File: config.mk
export PLATFORM = sky130hd
export DESIGN_NAME = pll_reprog_seq
export DESIGN_NICKNAME = d
export VERILOG_FILES = /design/src/rtl/pll_seq_pkg.sv /design/src/rtl/dco_band_calc.sv /design/src/rtl/poll_timer.sv /design/src/rtl/pll_reprog_seq.sv
export SDC_FILE = /design/constraint.sdc
export NUM_CORES = 1
export LEC_CHECK = 0
export ABC_AREA = 1
export BUFFER_PORTS_ARGS = -buffer_cell sky130_fd_sc_hd__buf_4
export CAP_MARGIN = 20
export CORE_MARGIN = 3
export CORE_UTILIZATION = 45
export CTS_CLUSTER_DIAMETER = 60
export CTS_CLUSTER_SIZE = 40
export DETAILED_ROUTE_END_ITERATION = 10
export MAX_ROUTING_LAYER = met4
export PLACE_DENSITY = 0.78
export SLEW_MARGIN = 20
export SYNTH_ARGS = -nofsm -noshare
export SYNTH_HDL_FRONTEND = slang
export SYNTH_HIERARCHICAL = 1
export SYNTH_SLANG_ARGS = --single-unit
export TNS_END_PERCENT = 10
File: constraint.sdc
create_clock -name clk -period 22.3 [get_ports clk]
set_input_delay 6.69 -clock clk [delete_from_list [all_inputs] [get_ports clk]]
set_output_delay 6.69 -clock clk [all_outputs]
set_load 0.1 [all_outputs]
File: src/rtl/pll_seq_pkg.sv
package pll_seq_pkg;

    // register offsets inside the PLL window
    localparam logic [31:0] OFS_CTL  = 32'h04;
    localparam logic [31:0] OFS_TEN  = 32'h08;
    localparam logic [31:0] OFS_TDIV = 32'h0C;
    localparam logic [31:0] OFS_M2N  = 32'h10;
    localparam logic [31:0] OFS_M    = 32'h14;
    localparam logic [31:0] OFS_FRAC = 32'h18;
    localparam logic [31:0] OFS_STAT = 32'h24;

    // control and status bit masks
    localparam logic [31:0] CTL_IDLE  = 32'h0080_0000;
    localparam logic [31:0] CTL_TINIT = 32'h0000_0001;
    localparam logic [31:0] CTL_LPM   = 32'h0000_1C00;
    localparam logic [31:0] CTL_OUTEN = 32'h201A_0000;
    localparam logic [31:0] ST_BYP    = 32'h0000_0101;
    localparam logic [31:0] ST_LOCK   = 32'h0000_0600;

    // band codes and frequency constants (MHz)
    localparam logic [31:0] BAND_LO  = 32'h0000_0801;
    localparam logic [31:0] BAND_HI  = 32'h0000_1001;
    localparam int REF_MHZ  = 20;
    localparam int HS2_MIN  = 500;
    localparam int HS1_MIN  = 1000;
    localparam int HS1_MAX  = 2000;
    localparam int SIG_BIAS = 225;
    localparam int SIG_DIV  = 250;
    localparam int M2_SHIFT = 16;

    typedef enum logic [4:0] {
        S_IDLE, S_CHECK, S_RD_IDLE, S_WR_IDLE, S_POLL_BYP,
        S_RD_TINIT, S_WR_TINIT, S_RD_WORK, S_WR_M2N, S_WR_M,
        S_WR_FRAC, S_WR_BAND, S_WR_TDIV_H, S_WR_TDIV_L, S_WR_TEN_H,
        S_WR_TEN_L, S_RD_EN, S_WR_EN, S_RD_ACT, S_WR_ACT, S_POLL_LOCK
    } seq_state_e;

endpackage

File: src/rtl/dco_band_calc.sv
module dco_band_calc
    import pll_seq_pkg::*;
#(
    parameter int N_W = 8,
    parameter int M_W = 12
) (
    input  logic [N_W-1:0] n_div,
    input  logic [M_W-1:0] m_mul,
    output logic [31:0]    band_code,
    output logic [31:0]    sigma_word,
    output logic           in_range
);
    localparam int REF_W = $clog2(REF_MHZ + 1);
    localparam int DCO_W = M_W + REF_W;

    logic [N_W:0]     n_plus1;
    logic [N_W:0]     ref_full;
    logic [DCO_W-1:0] dco;
    logic [DCO_W:0]   sig_sum;
    logic [DCO_W:0]   sig_quo;

    always_comb begin
        n_plus1  = {1'b0, n_div} + {{N_W{1'b0}}, 1'b1};
        ref_full = (N_W+1)'(REF_MHZ) / n_plus1;
        dco      = DCO_W'(ref_full[REF_W-1:0]) * DCO_W'(m_mul);
        sig_sum  = {1'b0, dco} + (DCO_W+1)'(SIG_BIAS);
        sig_quo  = sig_sum / (DCO_W+1)'(SIG_DIV);
        sigma_word = {sig_quo[7:0], 24'h0};
        in_range  = 1'b1;
        if (dco >= DCO_W'(HS2_MIN) && dco < DCO_W'(HS1_MIN)) begin
            band_code = BAND_LO;
        end else if (dco >= DCO_W'(HS1_MIN) && dco < DCO_W'(HS1_MAX)) begin
            band_code = BAND_HI;
        end else begin
            band_code = 32'h0;
            in_range  = 1'b0;
        end
    end
endmodule

File: src/rtl/poll_timer.sv
module poll_timer #(
    parameter int TO_W = 16
) (
    input  logic            clk,
    input  logic            rst_n,
    input  logic            en,
    input  logic [TO_W-1:0] lim,
    output logic            expired
);
    localparam logic [TO_W-1:0] CNT_MAX = '1;

    logic [TO_W-1:0] cnt;

    always_ff @(posedge clk or negedge rst_n) begin
        if (!rst_n) begin
            cnt <= '0;
        end else if (!en) begin
            cnt <= '0;
        end else if (cnt != CNT_MAX) begin
            cnt <= cnt + 1'b1;
        end
    end

    assign expired = (cnt >= lim);
endmodule

File: src/rtl/pll_reprog_seq.sv
module pll_reprog_seq
    import pll_seq_pkg::*;
#(
    parameter int N_W  = 8,
    parameter int M_W  = 12,
    parameter int M2_W = 7,
    parameter int TO_W = 16
) (
    input  logic            clk,
    input  logic            rst_n,
    input  logic            start,
    input  logic [N_W-1:0]  n_div,
    input  logic [M_W-1:0]  m_mul,
    input  logic [M2_W-1:0] m2_div,
    input  logic            frac_sel,
    input  logic [31:0]     base_addr,
    input  logic [TO_W-1:0] timeout_lim,
    output logic            bus_req,
    output logic            bus_we,
    output logic [31:0]     bus_addr,
    output logic [31:0]     bus_wdata,
    input  logic            bus_ack,
    input  logic [31:0]     bus_rdata,
    output logic            busy,
    output logic            done,
    output logic            err
);
    seq_state_e state, nxt;

    logic [N_W-1:0]  n_q;
    logic [M_W-1:0]  m_q;
    logic [M2_W-1:0] m2_q;
    logic            frac_q;
    logic [31:0]     base_q;
    logic [31:0]     ctl_q;
    logic [31:0]     band_code, sigma_word, ofs;
    logic            in_range, expired, byp_ok, lock_ok, polling;

    dco_band_calc #(.N_W(N_W), .M_W(M_W)) calc_i (
        .n_div(n_q), .m_mul(m_q),
        .band_code(band_code), .sigma_word(sigma_word), .in_range(in_range)
    );

    assign polling = (state == S_POLL_BYP) || (state == S_POLL_LOCK);

    poll_timer #(.TO_W(TO_W)) timer_i (
        .clk(clk), .rst_n(rst_n), .en(polling), .lim(timeout_lim), .expired(expired)
    );

    assign byp_ok  = (bus_rdata & ST_BYP) == ST_BYP;
    assign lock_ok = (bus_rdata & ST_LOCK) == ST_LOCK;
    assign busy    = (state != S_IDLE);

    // state register
    always_ff @(posedge clk or negedge rst_n) begin
        if (!rst_n) state <= S_IDLE;
        else        state <= nxt;
    end

    // next-state logic
    always_comb begin
        nxt = state;
        unique case (state)
            S_IDLE:      if (start) nxt = S_CHECK;
            S_CHECK:     nxt = (frac_q && !in_range) ? S_IDLE : S_RD_IDLE;
            S_RD_IDLE:   if (bus_ack) nxt = S_WR_IDLE;
            S_WR_IDLE:   if (bus_ack) nxt = S_POLL_BYP;
            S_POLL_BYP:  if (bus_ack) begin
                             if (byp_ok)       nxt = S_RD_TINIT;
                             else if (expired) nxt = S_IDLE;
                         end
            S_RD_TINIT:  if (bus_ack) nxt = S_WR_TINIT;
            S_WR_TINIT:  if (bus_ack) nxt = S_RD_WORK;
            S_RD_WORK:   if (bus_ack) nxt = S_WR_M2N;
            S_WR_M2N:    if (bus_ack) nxt = S_WR_M;
            S_WR_M:      if (bus_ack) nxt = frac_q ? S_WR_FRAC : S_WR_TDIV_H;
            S_WR_FRAC:   if (bus_ack) nxt = S_WR_BAND;
            S_WR_BAND:   if (bus_ack) nxt = S_WR_TDIV_H;
            S_WR_TDIV_H: if (bus_ack) nxt = S_WR_TDIV_L;
            S_WR_TDIV_L: if (bus_ack) nxt = S_WR_TEN_H;
            S_WR_TEN_H:  if (bus_ack) nxt = S_WR_TEN_L;
            S_WR_TEN_L:  if (bus_ack) nxt = frac_q ? S_RD_EN : S_RD_ACT;
            S_RD_EN:     if (bus_ack) nxt = S_WR_EN;
            S_WR_EN:     if (bus_ack) nxt = S_RD_ACT;
            S_RD_ACT:    if (bus_ack) nxt = S_WR_ACT;
            S_WR_ACT:    if (bus_ack) nxt = S_POLL_LOCK;
            S_POLL_LOCK: if (bus_ack && (lock_ok || expired)) nxt = S_IDLE;
            default:     nxt = S_IDLE;
        endcase
    end

    // captured operands, working control copy and result flags
    always_ff @(posedge clk or negedge rst_n) begin
        if (!rst_n) begin
            n_q <= '0; m_q <= '0; m2_q <= '0; frac_q <= 1'b0; base_q <= '0;
            ctl_q <= '0; done <= 1'b0; err <= 1'b0;
        end else begin
            unique case (state)
                S_IDLE: if (start) begin
                    n_q <= n_div; m_q <= m_mul; m2_q <= m2_div;
                    frac_q <= frac_sel; base_q <= base_addr;
                    done <= 1'b0; err <= 1'b0;
                end
                S_CHECK:     if (frac_q && !in_range) err <= 1'b1;
                S_RD_IDLE:   if (bus_ack) ctl_q <= bus_rdata | CTL_IDLE;
                S_POLL_BYP:  if (bus_ack && !byp_ok && expired) err <= 1'b1;
                S_RD_TINIT:  if (bus_ack) ctl_q <= bus_rdata & ~CTL_TINIT;
                S_RD_WORK:   if (bus_ack) ctl_q <= bus_rdata & ~CTL_LPM;
                S_RD_EN:     if (bus_ack) ctl_q <= (bus_rdata & ~CTL_OUTEN) | CTL_OUTEN;
                S_RD_ACT:    if (bus_ack) ctl_q <= (bus_rdata & ~CTL_IDLE) | CTL_TINIT;
                S_POLL_LOCK: if (bus_ack) begin
                    if (lock_ok)      done <= 1'b1;
                    else if (expired) err  <= 1'b1;
                end
                default: ;
            endcase
        end
    end

    // bus outputs
    always_comb begin
        bus_req   = 1'b1;
        bus_we    = 1'b0;
        ofs       = OFS_CTL;
        bus_wdata = 32'h0;
        unique case (state)
            S_IDLE, S_CHECK: bus_req = 1'b0;
            S_RD_IDLE, S_RD_TINIT, S_RD_WORK, S_RD_EN, S_RD_ACT: ;
            S_POLL_BYP, S_POLL_LOCK: ofs = OFS_STAT;
            S_WR_IDLE, S_WR_TINIT, S_WR_EN, S_WR_ACT: begin
                bus_we = 1'b1; bus_wdata = ctl_q;
            end
            S_WR_BAND: begin bus_we = 1'b1; bus_wdata = ctl_q | band_code; end
            S_WR_M2N: begin
                bus_we = 1'b1; ofs = OFS_M2N;
                bus_wdata = (32'(m2_q) << M2_SHIFT) | 32'(n_q);
            end
            S_WR_M:      begin bus_we = 1'b1; ofs = OFS_M;    bus_wdata = 32'(m_q); end
            S_WR_FRAC:   begin bus_we = 1'b1; ofs = OFS_FRAC; bus_wdata = sigma_word; end
            S_WR_TDIV_H: begin bus_we = 1'b1; ofs = OFS_TDIV; bus_wdata = 32'h1; end
            S_WR_TDIV_L: begin bus_we = 1'b1; ofs = OFS_TDIV; end
            S_WR_TEN_H:  begin bus_we = 1'b1; ofs = OFS_TEN;  bus_wdata = 32'h1; end
            S_WR_TEN_L:  begin bus_we = 1'b1; ofs = OFS_TEN;  end
            default: bus_req = 1'b0;
        endcase
    end

    assign bus_addr = base_q + ofs;
endmodule

==> results.py, run 1 <==
metrics = {
    "worst_setup_path": {
        "ff2ff_path_depth": 91,
        "worst-endpoint-arrival_ns": 17.14,
        "critPathRequiredTime_ns": 15.61,
        "regToRegStartpoint": "n_q[1]",
        "timing.critical_path.slowest_stage_cell": "fa_1",
        "crit_type": "register to output pin",
        "capturing_point_of_the_worst_reg2reg_path": "state[1]",
        "timing.critical_path.slowest_cell_delay_ns": 0.46,
        "setup.worst_path.start_class": "register",
        "cp_max_fo": 6,
        "endpoint_kind": "output pin",
        "cpMostUsedCell": "nand2_2",
        "reg2reg_setup_slack_ns": 9.10,
    },
    "layout": {
        "final_core_utilization_pct": 63.2,
        "final.fill_count": 2591,
        "finalInstanceArea_sq_um": 19600,
        "area_delta_synth_final_pct": 36.9,
        "antennaDiodeCount": 0,
        "finish.net_count": 2908,
        "final_layout_size_suffix_gt1_share_pct": 33.0,
    },
    "grt": {
        "grt_pass1_vias": 15500,
        "grtUsageTotal_pct": 27.0,
        "maximum_number_of_pins_on_one_net_before_global_route_repair": 75,
        "grt_first_pass_wirelength_mm": 73.7,
        "grt-ovfl-total": 0,
        "antenna_found_initial": 0,
    },
    "min_path": {
        "min_from": "m2_q[5]",
        "hold_depth": 2,
        "hold_removal_path_class": "register to register",
        "timing.hold.worst_endpoint": "m2_q[5]",
    },
    "detailed_routing": {
        "drtPass1Iterations": 5,
        "top_layer_used": "met4",
        "totalWireLength_mm": 47.4,
        "vias": 16300,
        "drcViolationCount": 0,
        "met3RoutedLength_mm": 3.07,
        "wl_per_cell_um": 15.3,
        "wl_met2_mm": 22.9,
        "drt-met1-wl_mm": 19.9,
        "route.detailed.vias_per_inst": 5.27,
        "postRouteAntennaNets": 0,
        "iter_0_drt_violations": 1248,
    },
    "sta": {
        "setup_ws_post_layout_ns": -1.53,
        "slew_headroom_pct": 38.0,
        "timing.final.setup_violations": 4,
        "max_freq_mhz": 42.0,
        "finClkSkew_ns": 0.00776,
        "hold_viol": 0,
        "worst-slew-pin-transition_ns": 0.929,
        "timing_max_transition_violations_final": 0,
        "fin_crit_ns": 23.83,
        "rsz0062_at_grt": "true",
        "layout_worst_path_cycle_share_pct": 107,
    },
    "logic_synthesis": {
        "syn-cell-area_sq_um": 14300,
        "synth.yosys.warnings": 6,
        "syn-mean-instance-area_sq_um": 6.33,
        "synth_seq_area_share_pct": 20.1,
        "synthArstFlopShare_pct": 100,
        "synth_seq_cells": 115,
        "number_of_synthesized_flops_with_an_enable_pin": 0,
        "netlist-cell-type-count": 56,
        "ys.flop_type": "dfrtp_1",
        "postSynthCellCount": 2260,
    },
    "clocking": {
        "hold_buffers": 0,
        "cts_htree_levels": 4,
        "cts_tree": "yes",
        "cts_max_path_buffers": 2,
        "cts_num_sinks": 115,
        "path_clk_slew_ns": 0.05,
        "worst_skew_pair.late_latency_ns": 0.42,
        "cts_buffers": 17,
        "cts_root_buffer": "clkbuf_16",
    },
    "run_status": {
        "result_of_the_run": "finished with violations",
        "violations_in_the_final_reports": "negative setup slack",
    },
    "floorplanning": {
        "floorplan.initialDensity_pct": 46.1,
        "fp-row-count": 64,
        "floorplan.die.height_um": 184,
        "die_x_um": 184,
        "fp.coreArea_sq_um": 31000,
        "die_area_sq_um": 34000,
        "pin_count": 181,
    },
    "placed_design": {
        "dp_hpwl_mm": 35.2,
        "routabilityCongestion": 0.962,
        "buffer_ports.inserted": 180,
        "placed_area_sq_um": 17300,
    },
    "flow_run": {
        "max_cap_viol_count": 0,
    },
}
## how the worst max path moves through the flow
stage / startpoint / endpoint / slack, ns / cells after the start
detailed placement: n_q[1] / bus_wdata[24] / -1.25 / 127
CTS: n_q[1] / bus_wdata[24] / -1.19 / 128
global route: n_q[1] / bus_wdata[24] / -2.62 / 130
finish: n_q[1] / bus_wdata[24] / -1.53 / 131
global placement: n_q[1] / bus_wdata[24] / -0.34 / 128
floorplan: n_q[0] / bus_wdata[24] / 0.05 / 125
## routing by layer
metal  vias up  track usage [%]
li1       7938                -
met4         0             9.56
met1      7589             34.5
met3       131             3.97
met5         -                -
met2       629             43.9
## cell usage after synthesis, types with 4 or more instances
cell type,count,area (sq um)
nand2_1,761,2860
inv_1,261,980
nor2_1,200,751
nand3_1,192,961
dfrtp_1,115,2880
ha_1,85,1060
buf_4,69,518
o21ai_0,64,320
a21oi_1,55,275
nand2_2,50,313
xor2_1,47,412
nand4_1,34,213
fa_1,31,621
inv_2,31,116
nor2_2,23,144
o21ai_1,21,105
xnor2_1,19,166
nor3_1,18,90.1
buf_2,15,75.1
nand3_2,14,140
clkbuf_1,13,48.8
nand2_4,13,146
o21bai_1,12,90.1
nor2_4,11,124
a22o_1,10,87.6
a31o_2,10,87.6
or2_2,10,62.6
o211ai_1,9,67.6
o2111ai_1,7,61.3
buf_6,6,67.6
nand3b_1,5,37.5
o21a_1,4,30.0
o221ai_1,4,35.0
o31ai_1,4,30.0
## critical path: cells and delay by family, from the launching register on
kind | cells | cell delay, ns
buf+inv | 19 | 2.21
simple gates | 82 | 8.74
compound gates | 22 | 2.82
fa+ha+maj | 8 | 2.47
flops | 1 | 0.40
## sequential cells by signal, indices dropped and copies added (netlist names)
register / count
base_q: 32
timer_i/cnt: 16
frac_q: 1
done: 1
n_q: 8
state: 5
m_q: 12
err: 1
m2_q: 7
ctl_q: 32
## final cells by class
| type | count | area, sq um | share of cell area (%) |
|---|---|---|---|
| Inverter | 294 | 1120 | 5.70 |
| Tap cell | 396 | 495 | 2.53 |
| Multi-Input combinational cell | 1799 | 11100 | 56.5 |
| Timing Repair inverter | 2 | 15.0 | 0.0767 |
| Timing Repair Buffer | 451 | 3460 | 17.6 |
| Sequential cell | 115 | 2880 | 14.7 |
| Clock buffer | 21 | 470 | 2.40 |
| Clock inverter | 10 | 83.8 | 0.428 |
## timing repair
action	in CTS	in global routing
setup buffers	2	48
setup endpoints to repair	4	7
cloned	0	3
pin swaps	9	159
endpoints found under the hold margin	0	0
resized for setup	26	315
## stage by stage
stage | TNS (ns) | worst slack, ns | instances | hold WS (ns)
final | -4.00 | -1.53 | 3088 | 0.471
after global routing | -8.79 | -2.62 | 3088 | 0.489
after CTS | -2.68 | -1.19 | 3037 | 0.475
after detailed placement | -2.83 | -1.25 | 3004 | 0.463
after global placement | -0.482 | -0.339 | 3004 | 0.457
after floorplan | 0 | 0.0504 | 2313 | 0.442
## kinds of logic after synthesis
family | count (synthesis) | synth area share (%)
buffers and inverters | 400 | 12.8
AND/OR/NAND/NOR | 1341 | 41.7
adder cells (fa/ha/maj) | 116 | 11.8
XOR/XNOR | 66 | 4.04
AO/OA/AOI/OAI | 221 | 9.53
flip-flops | 115 | 20.1
other | 1 | 0.0262
## cells in the final DEF (no fill, tap or decap), types with 34 or more instances in the layout
cell | Yosys | routed
nand2_1 | 761 | 690
buf_4 | 69 | 437
inv_1 | 261 | 244
nand3_1 | 192 | 157
nor2_1 | 200 | 155
dfrtp_1 | 115 | 114
nand2_2 | 50 | 91
ha_1 | 85 | 69
conb_1 | 1 | 54
inv_2 | 31 | 45
o21ai_0 | 64 | 45
xor2_1 | 47 | 44
nor2_2 | 23 | 42
nand3_2 | 14 | 42
nand2_4 | 13 | 41
a21oi_1 | 55 | 41
nor2_4 | 11 | 37
nand4_1 | 34 | 34
Power of run 1 is not shown: default switching activity piles up to over one toggle a cycle in this logic, so the estimate is an artifact.
==> inputs of run 2 (changes only) <==
--- a/config.mk
+++ b/config.mk
@@ -9,12 +9,12 @@
 export BUFFER_PORTS_ARGS = -buffer_cell sky130_fd_sc_hd__buf_4
 export CAP_MARGIN = 20
 export CORE_MARGIN = 3
-export CORE_UTILIZATION = 45
+export CORE_UTILIZATION = 46
 export CTS_CLUSTER_DIAMETER = 60
 export CTS_CLUSTER_SIZE = 40
 export DETAILED_ROUTE_END_ITERATION = 10
 export MAX_ROUTING_LAYER = met4
-export PLACE_DENSITY = 0.78
+export PLACE_DENSITY = 0.79
 export SLEW_MARGIN = 20
 export SYNTH_ARGS = -nofsm -noshare
 export SYNTH_HDL_FRONTEND = slang
==> run 2 against run 1 <==
Against the previous run: the flow still finishes with violations (negative setup slack); via count grew 1.1%; utilization up 2.4 points; routed wire length increased by 5.5%; critical path depth is 1 higher; hold slack better by 0.0038 ns; sequential cell count unchanged; die area shrank 2.1%; cell area is 0.79% higher; first-iteration DRC count shrank 17%; count of clock-buffer cells in the layout fell by 2; global-route usage increased by 1.8 points.
==> results.py, run 2 (synthesis results as in run 1) <==
metrics = {
    "grt": {
        "grt-ovfl-total": 0,
        "antenna_found_initial": 0,
        "grt_pass1_vias": 16100,
        "grtUsageTotal_pct": 28.9,
        "maximum_number_of_pins_on_one_net_before_global_route_repair": 75,
        "grt_first_pass_wirelength_mm": 77.3,
    },
    "min_path": {
        "hold_depth": 2,
        "hold_removal_path_class": "register to register",
        "min_from": "m2_q[4]",
        "timing.hold.worst_endpoint": "m2_q[4]",
    },
    "detailed_routing": {
        "wl_per_cell_um": 16.1,
        "drtPass1Iterations": 6,
        "totalWireLength_mm": 50.0,
        "vias": 16500,
        "route.detailed.vias_per_inst": 5.32,
        "postRouteAntennaNets": 0,
        "iter_0_drt_violations": 1032,
        "drcViolationCount": 0,
    },
    "clocking": {
        "path_clk_slew_ns": 0.05,
        "cts_htree_levels": 4,
        "hold_buffers": 0,
        "cts_num_sinks": 115,
        "worst_skew_pair.late_latency_ns": 0.43,
        "cts_max_path_buffers": 2,
        "cts_buffers": 17,
        "cts_root_buffer": "clkbuf_16",
        "cts_tree": "yes",
    },
    "layout": {
        "number_of_standard_cells_in_the_layout_taps_in_and_fillers_out": 3096,
        "finish.net_count": 2922,
        "biggest_regs": "base_q: 32 flops, ctl_q: 32 flops, timer_i/cnt: 16 flops",
        "layout.cells.most_common_list": "nand2_1 (679), buf_4 (451), inv_1 (248), nand3_1 (161), nor2_1 (160)",
        "layout.cells.most_common": "nand2_1",
        "final_layout_size_suffix_gt1_share_pct": 33.6,
        "antennaDiodeCount": 0,
        "area_delta_synth_final_pct": 38.0,
    },
    "floorplanning": {
        "fp.coreArea_sq_um": 30100,
        "floorplan.initialDensity_pct": 47.5,
        "floorplan.die.height_um": 182,
        "pin_count": 181,
        "fp-row-count": 63,
        "die_x_um": 182,
        "die_area_sq_um": 33200,
    },
    "placed_design": {
        "routabilityCongestion": 1.00,
        "buffer_ports.inserted": 180,
        "dp_hpwl_mm": 36.6,
        "dpl.cell_count": 3005,
        "dpl_worst_slack_ns": -1.04,
    },
    "worst_setup_path": {
        "cp_max_fo": 7,
        "capturing_point_of_the_worst_reg2reg_path": "state[1]",
        "crit_type": "register to output pin",
        "regToRegStartpoint": "n_q[1]",
        "reg2reg_setup_slack_ns": 9.39,
        "path_delay_family": "simple AND/OR/NAND/NOR gates",
        "setup.worst_path.start_class": "register",
        "timing.critical_path.slowest_cell_delay_ns": 0.45,
        "ff2ff_path_depth": 90,
        "timing.critical_path.slowest_stage_cell": "fa_1",
        "cpMostUsedCell": "nand2_2",
        "worst-endpoint-arrival_ns": 16.85,
        "critPathRequiredTime_ns": 15.61,
        "crit_buf_inv": 20,
        "endpoint_kind": "output pin",
    },
    "sta": {
        "worst-slew-pin-transition_ns": 1.02,
        "fin_crit_ns": 23.54,
        "max_freq_mhz": 42.5,
        "finClkSkew_ns": 0.0141,
        "timing_max_transition_violations_final": 0,
        "fin_tns_setup_ns": -2.92,
        "rsz0062_at_grt": "true",
        "layout_worst_path_cycle_share_pct": 106,
        "timing.final.setup_violations": 3,
        "hold_viol": 0,
        "setup_ws_post_layout_ns": -1.24,
        "slew_headroom_pct": 31.6,
    },
    "run_status": {
        "violations_in_the_final_reports": "negative setup slack",
        "result_of_the_run": "finished with violations",
    },
    "flow_run": {
        "max_cap_viol_count": 0,
    },
}
[run 2: changes by cell type in the layout (fill, tap and decap cells not counted), moves of 5 or more]
cell     before  now
buf_4       437  451
ha_1         69   62
ha_4         14   21
nand2_1     690  679
nand2_2      91  113
nand2_4      41   31
nor2_1      155  160
nor2_2       42   33
[run 2: layout make-up]
type                       count  area, sq um
sequential                   115         2880
inverter                     294         1110
tap                          390          488
fill                        2533        10400
clock inverter                12          159
timing repair buffer         466         3570
clock buffer                  19          443
multi-input combinational   1798        11100
timing repair inverter         2         15.0
[run 2: per-layer routing]
layer  global-route usage [%]  vias up  share of wire [%]
li1                         -     7971                  -
met1                     33.9     7708                 39
met2                     50.2      644                 50
met3                     4.54      149                6.4
met4                     10.4        0                4.2
met5                        -        -                  0
[run 2: worst max-delay path by stage]
stage,startpoint,to,depth (start not counted)
6_report,n_q[1],bus_wdata[24],132
5_1_grt,n_q[1],bus_wdata[24],134
4_1_cts,n_q[1],bus_wdata[24],135
3_5_place_dp,n_q[1],bus_wdata[24],128
3_3_place_gp,n_q[0],bus_wdata[24],125
2_1_floorplan,n_q[0],bus_wdata[24],125
[run 2: through the flow]
stage,utilization [%],cell area [sq um],hold slack [ns]
after floorplan,-,14500,0.442
after global placement,57.6,17300,0.456
after detailed placement,57.6,17400,0.465
after CTS,61.5,18500,0.478
after global routing,65.5,19700,0.509
final,65.5,19700,0.475
[run 2: repair_timing]
| action | CTS | global route |
|---|---|---|
| gates cloned | 2 | 0 |
| resized for setup | 107 | 228 |
| setup buffers | 21 | 37 |
| pin swaps | 69 | 150 |
| endpoints found under the setup margin | 4 | 7 |
[run 2: worst min-delay path, stage by stage (launching register included)]
cell	delay, ns
dfrtp_1	0.34
nand2_1	0.05
nand2_1	0.05
Power of run 2 is left out for the same reason.
==> inputs of run 3 (changes only) <==
--- a/config.mk
+++ b/config.mk
@@ -8,7 +8,6 @@
 export ABC_AREA = 1
 export BUFFER_PORTS_ARGS = -buffer_cell sky130_fd_sc_hd__buf_4
 export CAP_MARGIN = 20
-export CORE_MARGIN = 3
 export CORE_UTILIZATION = 46
 export CTS_CLUSTER_DIAMETER = 60
 export CTS_CLUSTER_SIZE = 40
==> constraint.sdc (replaced) <==
create_clock -name clk -period 19.67 [get_ports clk]
set_input_delay 5.901 -clock clk [delete_from_list [all_inputs] [get_ports clk]]
set_output_delay 5.901 -clock clk [all_outputs]
set_load 0.1 [all_outputs]
==> run 3 against run 2 <==
Against the previous run: the flow still finishes with violations (negative setup slack); clock skew is 0.0029 ns lower; routed wire length is 4.0% higher; worst setup slack worse by 2.3 ns; register-to-register slack lost 3.0 ns.
==> results.py, run 3 (synthesis results as in run 1) <==
metrics = {
    "detailed_routing": {
        "iter_0_drt_violations": 1285,
        "vias": 17100,
        "totalWireLength_mm": 52.0,
        "wl_per_cell_um": 16.3,
        "route.detailed.vias_per_inst": 5.39,
        "postRouteAntennaNets": 0,
        "drtPass1Iterations": 5,
        "drcViolationCount": 0,
    },
    "sta": {
        "fin_crit_ns": 23.24,
        "worst-slew-pin-transition_ns": 0.982,
        "hold_slack_ns": 0.473,
        "rsz0062_at_grt": "true",
        "layout_worst_path_cycle_share_pct": 118,
        "setup_ws_post_layout_ns": -3.57,
        "max_freq_mhz": 43.0,
        "timing.final.setup_violations": 9,
        "timing_max_transition_violations_final": 0,
        "slew_headroom_pct": 32.9,
        "finClkSkew_ns": 0.0112,
        "hold_viol": 0,
    },
    "layout": {
        "layout.cells.most_common": "nand2_1",
        "layout.cells.most_common_list": "nand2_1 (664), buf_4 (527), inv_1 (243), nor2_1 (151), nand3_1 (147)",
        "biggest_regs": "base_q: 32 flops, ctl_q: 32 flops, timer_i/cnt: 16 flops",
        "final.fill_count": 2390,
        "number_of_standard_cells_in_the_layout_taps_in_and_fillers_out": 3183,
        "final_layout_size_suffix_gt1_share_pct": 37.2,
        "final_core_utilization_pct": 67.8,
        "area_delta_synth_final_pct": 45.1,
        "finish.net_count": 3003,
        "antennaDiodeCount": 0,
    },
    "placed_design": {
        "dpl.cell_count": 3038,
        "dp_hpwl_mm": 35.9,
        "buffer_ports.inserted": 180,
        "routabilityCongestion": 0.966,
    },
    "worst_setup_path": {
        "critPathRequiredTime_ns": 13.77,
        "worst-endpoint-arrival_ns": 17.34,
        "reg2reg_setup_slack_ns": 6.35,
        "timing.critical_path.slowest_cell_delay_ns": 0.55,
        "capturing_point_of_the_worst_reg2reg_path": "state[1]",
        "setup.worst_path.start_class": "register",
        "ff2ff_path_depth": 89,
        "regToRegStartpoint": "n_q[0]",
        "crit_type": "register to output pin",
        "cp_max_fo": 7,
        "endpoint_kind": "output pin",
        "cpMostUsedCell": "nand2_1",
        "timing.critical_path.slowest_stage_cell": "fa_1",
    },
    "clocking": {
        "hold_buffers": 0,
        "cts_htree_levels": 4,
        "worst_skew_pair.late_latency_ns": 0.42,
        "cts_root_buffer": "clkbuf_16",
        "cts_num_sinks": 115,
        "path_clk_slew_ns": 0.06,
        "cts_buffers": 17,
        "cts_max_path_buffers": 2,
        "cts_tree": "yes",
    },
    "floorplanning": {
        "die_x_um": 178,
        "die_area_sq_um": 31800,
        "floorplan.die.height_um": 178,
        "pin_count": 181,
        "fp-row-count": 64,
        "floorplan.initialDensity_pct": 46.7,
        "fp.coreArea_sq_um": 30600,
    },
    "min_path": {
        "timing.hold.worst_endpoint": "m2_q[3]",
        "hold_depth": 2,
        "hold_removal_path_class": "register to register",
        "min_from": "m2_q[3]",
    },
    "grt": {
        "grt_pass1_vias": 16600,
        "grt-ovfl-total": 0,
        "maximum_number_of_pins_on_one_net_before_global_route_repair": 76,
        "grt_first_pass_wirelength_mm": 77.5,
        "grtUsageTotal_pct": 31.0,
        "antenna_found_initial": 0,
    },
    "run_status": {
        "violations_in_the_final_reports": "negative setup slack",
        "result_of_the_run": "finished with violations",
    },
    "flow_run": {
        "max_cap_viol_count": 0,
    },
}
## run 3: cell types whose count changed in the layout (fill, tap and decap cells not counted), sizes merged
cell	previous run	this run
buf	466	546
clkinv	8	4
inv	293	295
nand2	824	826
bufinv	3	2
clkbuf	19	20
clkinvlp	4	5
## run 3: layout make-up
cell class              instances  area, sq um  share of cell area (%)
clock buffers                  20          457                    2.20
clock inverters                11          130                   0.627
inverters                     294         1130                    5.45
multi-input cells            1800        11400                    55.2
flip-flops and latches        115         2880                    13.9
well taps                     396          495                    2.39
repair buffers                546         4200                    20.3
repair inverters                1         7.51                  0.0362
## run 3: layer usage
metal	GRT usage (%)	part of all wire [%]	vias up
li1	-	-	8117
met1	36.2	39	8043
met2	52.4	48	750
met3	4.73	6.6	239
met4	14.3	5.7	0
met5	-	0	-
## run 3: stage by stage
| step | setup TNS [ns] | instance area (sq um) | setup WS [ns] |
|---|---|---|---|
| 2_1_floorplan | -4.37 | 14800 | -1.39 |
| 3_3_place_gp | -5.85 | 17800 | -1.96 |
| 3_5_place_dp | -10.12 | 17800 | -2.76 |
| 4_1_cts | -8.54 | 19400 | -2.36 |
| 5_1_grt | -25.19 | 20800 | -4.58 |
| 6_report | -16.55 | 20800 | -3.57 |
## run 3: worst max path at each step
| stage | from | to | slack, ns |
|---|---|---|---|
| global route | n_q[0] | bus_wdata[24] | -4.58 |
| finish | n_q[0] | bus_wdata[24] | -3.57 |
| global placement | n_q[1] | bus_wdata[24] | -1.96 |
| CTS | n_q[0] | bus_wdata[24] | -2.36 |
| detailed placement | n_q[1] | bus_wdata[24] | -2.76 |
| floorplan | n_q[1] | bus_wdata[24] | -1.39 |
## run 3: timing repair
action	4_1_cts	5_1_grt
setup endpoints to repair	7	11
cloned	2	1
pin swaps	102	175
setup buffers	73	39
endpoints found under the hold margin	0	0
gates resized for setup	96	265
## run 3: critical path, delay by kind of cell (launching register included)
kind                     cells  cell delay [ns]
AO/OA/AOI/OAI               27             4.36
AND/OR/NAND/NOR             71             7.54
flip-flops                   1             0.41
buffers and inverters       18             2.01
adder cells (fa/ha/maj)      8             2.36
XOR/XNOR                     1             0.17
Power of run 3 is left out for the same reason.
